File: src/rtl/txr_pkg.sv
package txr_pkg;

    localparam int WORD_W = 32;
    localparam int LEN_W  = 16;
    localparam int STAT_W = 10;

    // control/status half-word, most significant bit first
    typedef struct packed {
        logic              owned;   // bit 15
        logic              pad;     // bit 14
        logic              wrap;    // bit 13
        logic              intr;    // bit 12
        logic              last;    // bit 11
        logic              crc;     // bit 10
        logic [STAT_W-1:0] stat;    // bits 9:0
    } ctrl_t;

    typedef enum logic [2:0] {
        S_IDLE,
        S_FETCH,
        S_REQ,
        S_WAIT,
        S_RETIRE
    } seq_state_e;

    typedef struct packed {
        logic [WORD_W-1:0] addr;
        logic [LEN_W-1:0]  len;
        logic              last;
        logic              pad;
        logic              crc;
    } frame_req_t;

    function automatic ctrl_t ctrl_of(input logic [WORD_W-1:0] w);
        return ctrl_t'(w[WORD_W-1:LEN_W]);
    endfunction

    // descriptor word 0 as handed back to software
    function automatic logic [WORD_W-1:0] retire_word(input logic [WORD_W-1:0] w,
                                                      input logic [STAT_W-1:0] st);
        ctrl_t c;
        c       = ctrl_of(w);
        c.owned = 1'b0;
        c.stat  = st;
        return {c, w[LEN_W-1:0]};
    endfunction

endpackage

File: src/rtl/txr_desc_mem.sv
module txr_desc_mem #(
    parameter int WORDS = 16,
    parameter int AW    = 4
) (
    input  logic          clk,
    input  logic          rst,
    input  logic          sw_we,
    input  logic [AW-1:0] sw_waddr,
    input  logic [31:0]   sw_wdata,
    input  logic          eng_we,
    input  logic [AW-1:0] eng_waddr,
    input  logic [31:0]   eng_wdata,
    input  logic [AW-1:0] rd_a_addr,
    output logic [31:0]   rd_a_data,
    input  logic [AW-1:0] rd_b_addr,
    output logic [31:0]   rd_b_data,
    input  logic [AW-1:0] rd_c_addr,
    output logic [31:0]   rd_c_data
);
    logic [31:0] mem_q [WORDS];

    always_ff @(posedge clk) begin
        for (int i = 0; i < WORDS; i++) begin
            if (rst)
                mem_q[i] <= '0;
            else if (eng_we && eng_waddr == AW'(i))
                mem_q[i] <= eng_wdata;      // retirement has priority
            else if (sw_we && sw_waddr == AW'(i))
                mem_q[i] <= sw_wdata;
        end
    end

    assign rd_a_data = mem_q[rd_a_addr];
    assign rd_b_data = mem_q[rd_b_addr];
    assign rd_c_data = mem_q[rd_c_addr];
endmodule

File: src/rtl/txr_doorbell.sv
module txr_doorbell (
    input  logic clk,
    input  logic rst,
    input  logic set,
    input  logic clr,
    output logic active
);
    always_ff @(posedge clk) begin
        if (rst)
            active <= 1'b0;
        else if (set)
            active <= 1'b1;     // a software write beats the idle clear
        else if (clr)
            active <= 1'b0;
    end
endmodule

File: src/rtl/txr_ring_ptr.sv
module txr_ring_ptr #(
    parameter int SLOTS     = 8,
    parameter int BASE_SLOT = 0,
    parameter int SW        = 3
) (
    input  logic          clk,
    input  logic          rst,
    input  logic          step,
    input  logic          wrap_flag,
    output logic [SW-1:0] slot
);
    localparam logic [SW-1:0] BASE = SW'(BASE_SLOT);
    localparam logic [SW-1:0] TOP  = SW'(SLOTS - 1);

    always_ff @(posedge clk) begin
        if (rst)
            slot <= BASE;
        else if (step) begin
            if (wrap_flag || slot == TOP)
                slot <= BASE;
            else
                slot <= slot + SW'(1);
        end
    end
endmodule

File: src/rtl/txr_seq.sv
module txr_seq
    import txr_pkg::*;
(
    input  logic              clk,
    input  logic              rst,
    input  logic              db_active,
    input  logic [WORD_W-1:0] cur_w0,
    input  logic [WORD_W-1:0] cur_w1,
    input  logic              req_ready,
    input  logic              cpl_valid,
    input  logic [STAT_W-1:0] cpl_status,
    output logic              req_valid,
    output frame_req_t        req,
    output logic              wb_en,
    output logic [WORD_W-1:0] wb_data,
    output logic              step,
    output logic              step_wrap,
    output logic              db_clr,
    output logic              buf_done,
    output logic              frame_done,
    output logic              irq
);
    seq_state_e        state_q;
    logic [WORD_W-1:0] w0_q;
    logic [STAT_W-1:0] stat_q;
    frame_req_t        req_q;
    ctrl_t             cur_c;
    ctrl_t             held_c;

    assign cur_c  = ctrl_of(cur_w0);
    assign held_c = ctrl_of(w0_q);

    always_ff @(posedge clk) begin
        if (rst) begin
            state_q <= S_IDLE;
            w0_q    <= '0;
            stat_q  <= '0;
            req_q   <= '0;
        end else begin
            unique case (state_q)
                S_IDLE:
                    if (db_active) state_q <= S_FETCH;
                S_FETCH:
                    if (cur_c.owned) begin
                        w0_q       <= cur_w0;
                        req_q.addr <= cur_w1;
                        req_q.len  <= cur_w0[LEN_W-1:0];
                        req_q.last <= cur_c.last;
                        req_q.pad  <= cur_c.pad;
                        req_q.crc  <= cur_c.crc;
                        state_q    <= S_REQ;
                    end else begin
                        state_q    <= S_IDLE;
                    end
                S_REQ:
                    if (req_ready) state_q <= S_WAIT;
                S_WAIT:
                    if (cpl_valid) begin
                        stat_q  <= cpl_status;
                        state_q <= S_RETIRE;
                    end
                S_RETIRE:
                    state_q <= S_FETCH;
                default:
                    state_q <= S_IDLE;
            endcase
        end
    end

    assign req_valid  = (state_q == S_REQ);
    assign req        = req_q;
    assign wb_en      = (state_q == S_RETIRE);
    assign wb_data    = retire_word(w0_q, stat_q);
    assign step       = wb_en;
    assign step_wrap  = held_c.wrap;
    assign db_clr     = (state_q == S_FETCH) && !cur_c.owned;
    assign buf_done   = wb_en;
    assign frame_done = wb_en && held_c.last;
    assign irq        = wb_en && held_c.intr;
endmodule

File: src/rtl/txring_engine.sv
module txring_engine
    import txr_pkg::*;
#(
    parameter int DESC_SLOTS = 8,
    parameter int BASE_SLOT  = 0,
    parameter int SLOT_W     = $clog2(DESC_SLOTS),
    parameter int MEM_AW     = SLOT_W + 1
) (
    input  logic              clk,
    input  logic              rst,
    input  logic              sw_wr_en,
    input  logic [MEM_AW-1:0] sw_wr_addr,
    input  logic [31:0]       sw_wr_data,
    input  logic [MEM_AW-1:0] sw_rd_addr,
    output logic [31:0]       sw_rd_data,
    input  logic              db_set,
    output logic              db_active,
    output logic              req_valid,
    input  logic              req_ready,
    output logic [31:0]       req_addr,
    output logic [15:0]       req_len,
    output logic              req_last,
    output logic              req_pad,
    output logic              req_crc,
    input  logic              cpl_valid,
    input  logic [9:0]        cpl_status,
    output logic              buf_done,
    output logic              frame_done,
    output logic              irq
);
    localparam int MEM_WORDS = 2 * DESC_SLOTS;

    logic [SLOT_W-1:0] slot;
    logic [31:0]       cur_w0, cur_w1, wb_data;
    logic              wb_en, step, step_wrap, db_clr;
    frame_req_t        req;

    txr_desc_mem #(.WORDS(MEM_WORDS), .AW(MEM_AW)) u_mem (
        .clk       (clk),
        .rst       (rst),
        .sw_we     (sw_wr_en),
        .sw_waddr  (sw_wr_addr),
        .sw_wdata  (sw_wr_data),
        .eng_we    (wb_en),
        .eng_waddr ({slot, 1'b0}),
        .eng_wdata (wb_data),
        .rd_a_addr ({slot, 1'b0}),
        .rd_a_data (cur_w0),
        .rd_b_addr ({slot, 1'b1}),
        .rd_b_data (cur_w1),
        .rd_c_addr (sw_rd_addr),
        .rd_c_data (sw_rd_data)
    );

    txr_doorbell u_db (
        .clk    (clk),
        .rst    (rst),
        .set    (db_set),
        .clr    (db_clr),
        .active (db_active)
    );

    txr_ring_ptr #(.SLOTS(DESC_SLOTS), .BASE_SLOT(BASE_SLOT), .SW(SLOT_W)) u_ptr (
        .clk       (clk),
        .rst       (rst),
        .step      (step),
        .wrap_flag (step_wrap),
        .slot      (slot)
    );

    txr_seq u_seq (
        .clk        (clk),
        .rst        (rst),
        .db_active  (db_active),
        .cur_w0     (cur_w0),
        .cur_w1     (cur_w1),
        .req_ready  (req_ready),
        .cpl_valid  (cpl_valid),
        .cpl_status (cpl_status),
        .req_valid  (req_valid),
        .req        (req),
        .wb_en      (wb_en),
        .wb_data    (wb_data),
        .step       (step),
        .step_wrap  (step_wrap),
        .db_clr     (db_clr),
        .buf_done   (buf_done),
        .frame_done (frame_done),
        .irq        (irq)
    );

    assign req_addr = req.addr;
    assign req_len  = req.len;
    assign req_last = req.last;
    assign req_pad  = req.pad;
    assign req_crc  = req.crc;
endmodule

File: config.mk
export PLATFORM = sky130hd
export DESIGN_NAME = txring_engine
export DESIGN_NICKNAME = d
export VERILOG_FILES = /design/src/rtl/txr_pkg.sv /design/src/rtl/txr_desc_mem.sv /design/src/rtl/txr_doorbell.sv /design/src/rtl/txr_ring_ptr.sv /design/src/rtl/txr_seq.sv /design/src/rtl/txring_engine.sv
export SDC_FILE = /design/constraint.sdc
export NUM_CORES = 1
export LEC_CHECK = 0
export CAP_MARGIN = 20
export CORE_MARGIN = 2
export CORE_UTILIZATION = 35
export CTS_CLUSTER_SIZE = 25
export DETAILED_ROUTE_END_ITERATION = 6
export GPL_TIMING_DRIVEN = 0
export SYNTH_ARGS = -nofsm -noshare
export SYNTH_HDL_FRONTEND = slang
export SYNTH_SLANG_ARGS = --single-unit
File: constraint.sdc
create_clock -name clk -period 4.51 [get_ports clk]
set_input_delay 0.451 -clock clk [delete_from_list [all_inputs] [get_ports clk]]
set_output_delay 0.451 -clock clk [all_outputs]
set_load 0.01 [all_outputs]
==> impl_results.md, run 1 <==
- Top-area cell type share of the netlist area: 50.36%
- Slew Limit Fails: 0
- Global-route wire length before repair: 163,800 um
- CP Max Fanout: 18
- Total die area: 89,610 um2
- Synth Area in Simple Gates: 9.319%
- Pleak: 12.35 nW
- Layout overhead on the synthesized area: 18.14%
- H-tree lvl count: 3
- GR Util met1: 34.03%
- RSZ-0062 raised after global routing: false
- Synth Area in Adders: 0.2459%
- Most common cell in the netlist: edfxtp_1
- Worst VDD drop: 0.2733 mV
- DIE WIDTH: 299.3 um
- Worst Hold Class: input port to flop
- Layout cells sized above 1: 26.67%
- Vias in the first global route: 21,350
- Placed cell areas: 33,880 um2
- Synth Net Count: 2,078
- Largest family of logic cells by synthesized area: multiplexers
- Top Usage Layer GRT: met2
- Status: finished, final reports clean
- Top cells by count, synth: 512 x edfxtp_1, 266 x mux4_2, 256 x and2_1, 217 x a22o_1, 95 x clkbuf_1
- Avg Synthesized Cell Area: 15.14 um2
- Synth area leader: edfxtp_1
- CP Launch Type: flop
- Ranking of synthesized cells by area: edfxtp_1 50%, mux4_2 20%, a22o_1 6.2%, and2_1 5.2%, dfxtp_1 4.8%
- Minimum clock period: 4.194 ns
- #FFs+latches synth: 585
- Asr flop ratio synth: 0%
- Port bufs: 140
- Routed len/inst: 34.39 um
- Hold_buf cts: 0
- Ports: 144
- Met2 usage: 40.15%
- Pin count of the biggest net entering global routing: 24
- Vias per std cell: 6.217
- Die Span Y: 299.3 um
- All-layer global routing usage: 26.28%
- Power Dens Cells: 359.2 nW/um2
- Final WL: 119,000 um
- Xor and xnor area share after synthesis: 0%
- Synth cell types: 47
- Nets: 2,311
- Via count: 21,510
- R2r setup slk: 0.32 ns
- Post-synthesis mux area share: 22.43%
- First DRT Iteration DRCs: 3,800
- CTS max path bufs: 3
- Setup Viol. Count Final: 0
- Power Total: 12.95 mW
- Number of buffers created by CTS: 68
- DRC violation count after routing: 0
- Starting density of the core: 35.25%
- Setup crit end kind: flop
- Fin crit share: 93.00%
- Post-DP HPWL: 80,340 um
- Worst EP required: 4.81 ns
- Final Hold Viols: 0
- Post-Syn Instances: 2,016
- Post-cts sizing count: 0
- Placed Cells: 3,332
- GPL Wtd Cong: 0.9442
- Core area: 86,620 um2
- Max-cap violations: 0
- CP arrival: 4.49 ns
- Final setup skew: 0.03288 ns
- CTS root buffer: clkbuf_16
- Antenna violations before repair: 2
- Sequential share of the synthesized area: 55.15%
- Setup Fix Bufs, Post-CTS: 0
- Synth Flop Type: edfxtp_1
- Grt ovf: 0
- FP Rows: 108
- Pre-antenna DRT Iters: 7
- Crit Path Category: flop to flop
- Filler cells: 7,787
- Finished Layout Cells: 3,460
- CTS tree: done
- GR met3 Demand/Resource: 9.408%
- Clock transition at the registers of the reported paths: 0.06 ns
- Final Cell Area: 36,070 um2
- Post-synth EDFFs: 512
- Yosys warnings: 0
- Worst Tran Pin Value: 1.243 ns
- Final ANT Viol Nets: 0
- CTS sink cnt: 585
- Area of the mapped netlist: 30,530 um2
- Synth Area in Compound Gates: 8.791%
- Clk Latency, worst-skew pair: 0.64 ns
- Peak Freq: 0.2384 GHz
- Worst slew margin relative to its limit: 17.11%
-- metal layers --
layer	routed length, um	vias up
met5	126	-
met4	5219	6
met3	16530	307
met2	53610	1763
met1	43510	10990
li1	-	8445
-- worst max-delay path, cell delays in order (launching register included) --
cell and delay, ns:
dfxtp_1 0.35, buf_2 0.29, buf_1 0.45, inv_1 0.22, ha_1 0.36, nand4_1 0.47
a21oi_1 0.68, or2_2 0.73, buf_12 0.29
-- where the power goes --
| group | leakage, nW | switching (mW) | total (mW) | internal (mW) |
|---|---|---|---|---|
| clock network | 1.04 | 2.29 | 5.42 | 3.13 |
| registers | 5.66 | 0.142 | 6.29 | 6.15 |
| logic | 5.64 | 0.699 | 1.25 | 0.553 |
| total | 12.4 | 3.13 | 13.0 | 9.83 |
-- path summary, 6_finish.rpt --
check	cells past startpoint	startpoint	end
max	8	u_ptr.slot[1]	u_mem.mem_q[8][9]
min	3	cpl_status[7]	u_seq.stat_q[7]
max reg2reg	8	u_ptr.slot[1]	u_mem.mem_q[8][9]
min reg2reg	2	u_seq.req[35]	u_seq.req[35]
-- cells by family after synthesis --
group	count (synthesis)
compound gates	317
fa+ha+maj	6
buf+inv	262
flops	585
mux	345
simple gates	501
-- cell usage in the layout (no fill, tap or decap), types with 50 or more instances in the layout --
cell / count
mux2_2: 50
and2_1: 256
clkdlybuf4s50_1: 140
clkbuf_16: 71
dfxtp_1: 73
nor2b_1: 57
a22o_1: 217
clkbuf_1: 117
buf_2: 87
nand2_1: 94
edfxtp_1: 512
mux4_2: 266
-- stage by stage --
step           hold WS, ns  utilization (%)  setup slack [ns]  TNS (ns)
2_1_floorplan       0.5294                -             1.551         0
3_3_place_gp        0.5870            38.53            -1.749   -419.25
3_5_place_dp        0.5845            39.12            0.3986         0
4_1_cts             0.3556            41.60            0.5887         0
5_1_grt             0.3647            41.63            0.4428         0
6_report            0.3716            41.64            0.3158         0
-- flip-flops by register name, indices dropped and copies added (netlist names), named ones only --
name / cells
u_seq.stat_q: 10
u_db.active: 1
u_seq.state_q: 3
u_seq.req: 47
u_ptr.slot: 3
u_seq.w0_q: 6
u_mem.mem_q: 512
-- area by class of cell --
type	count	area, um2	share of cell area, %
multi-input combinational	1169	12550	34.80
buffer	256	1220	3.382
clock buffer	100	1956	5.422
timing repair buffer	163	1839	5.099
clock inverter	23	191.4	0.5308
tap	1155	1445	4.007
sequential	585	16840	46.68
inverter	6	22.52	0.06244
antenna	3	7.507	0.02081
(Power assumes the default switching activity.)
==> run 2: changes to the inputs <==
Settings changed: TNS_END_PERCENT set to 50.
==> results of run 2 <==
Final layout, timing and power as in run 1 (identical DEF).
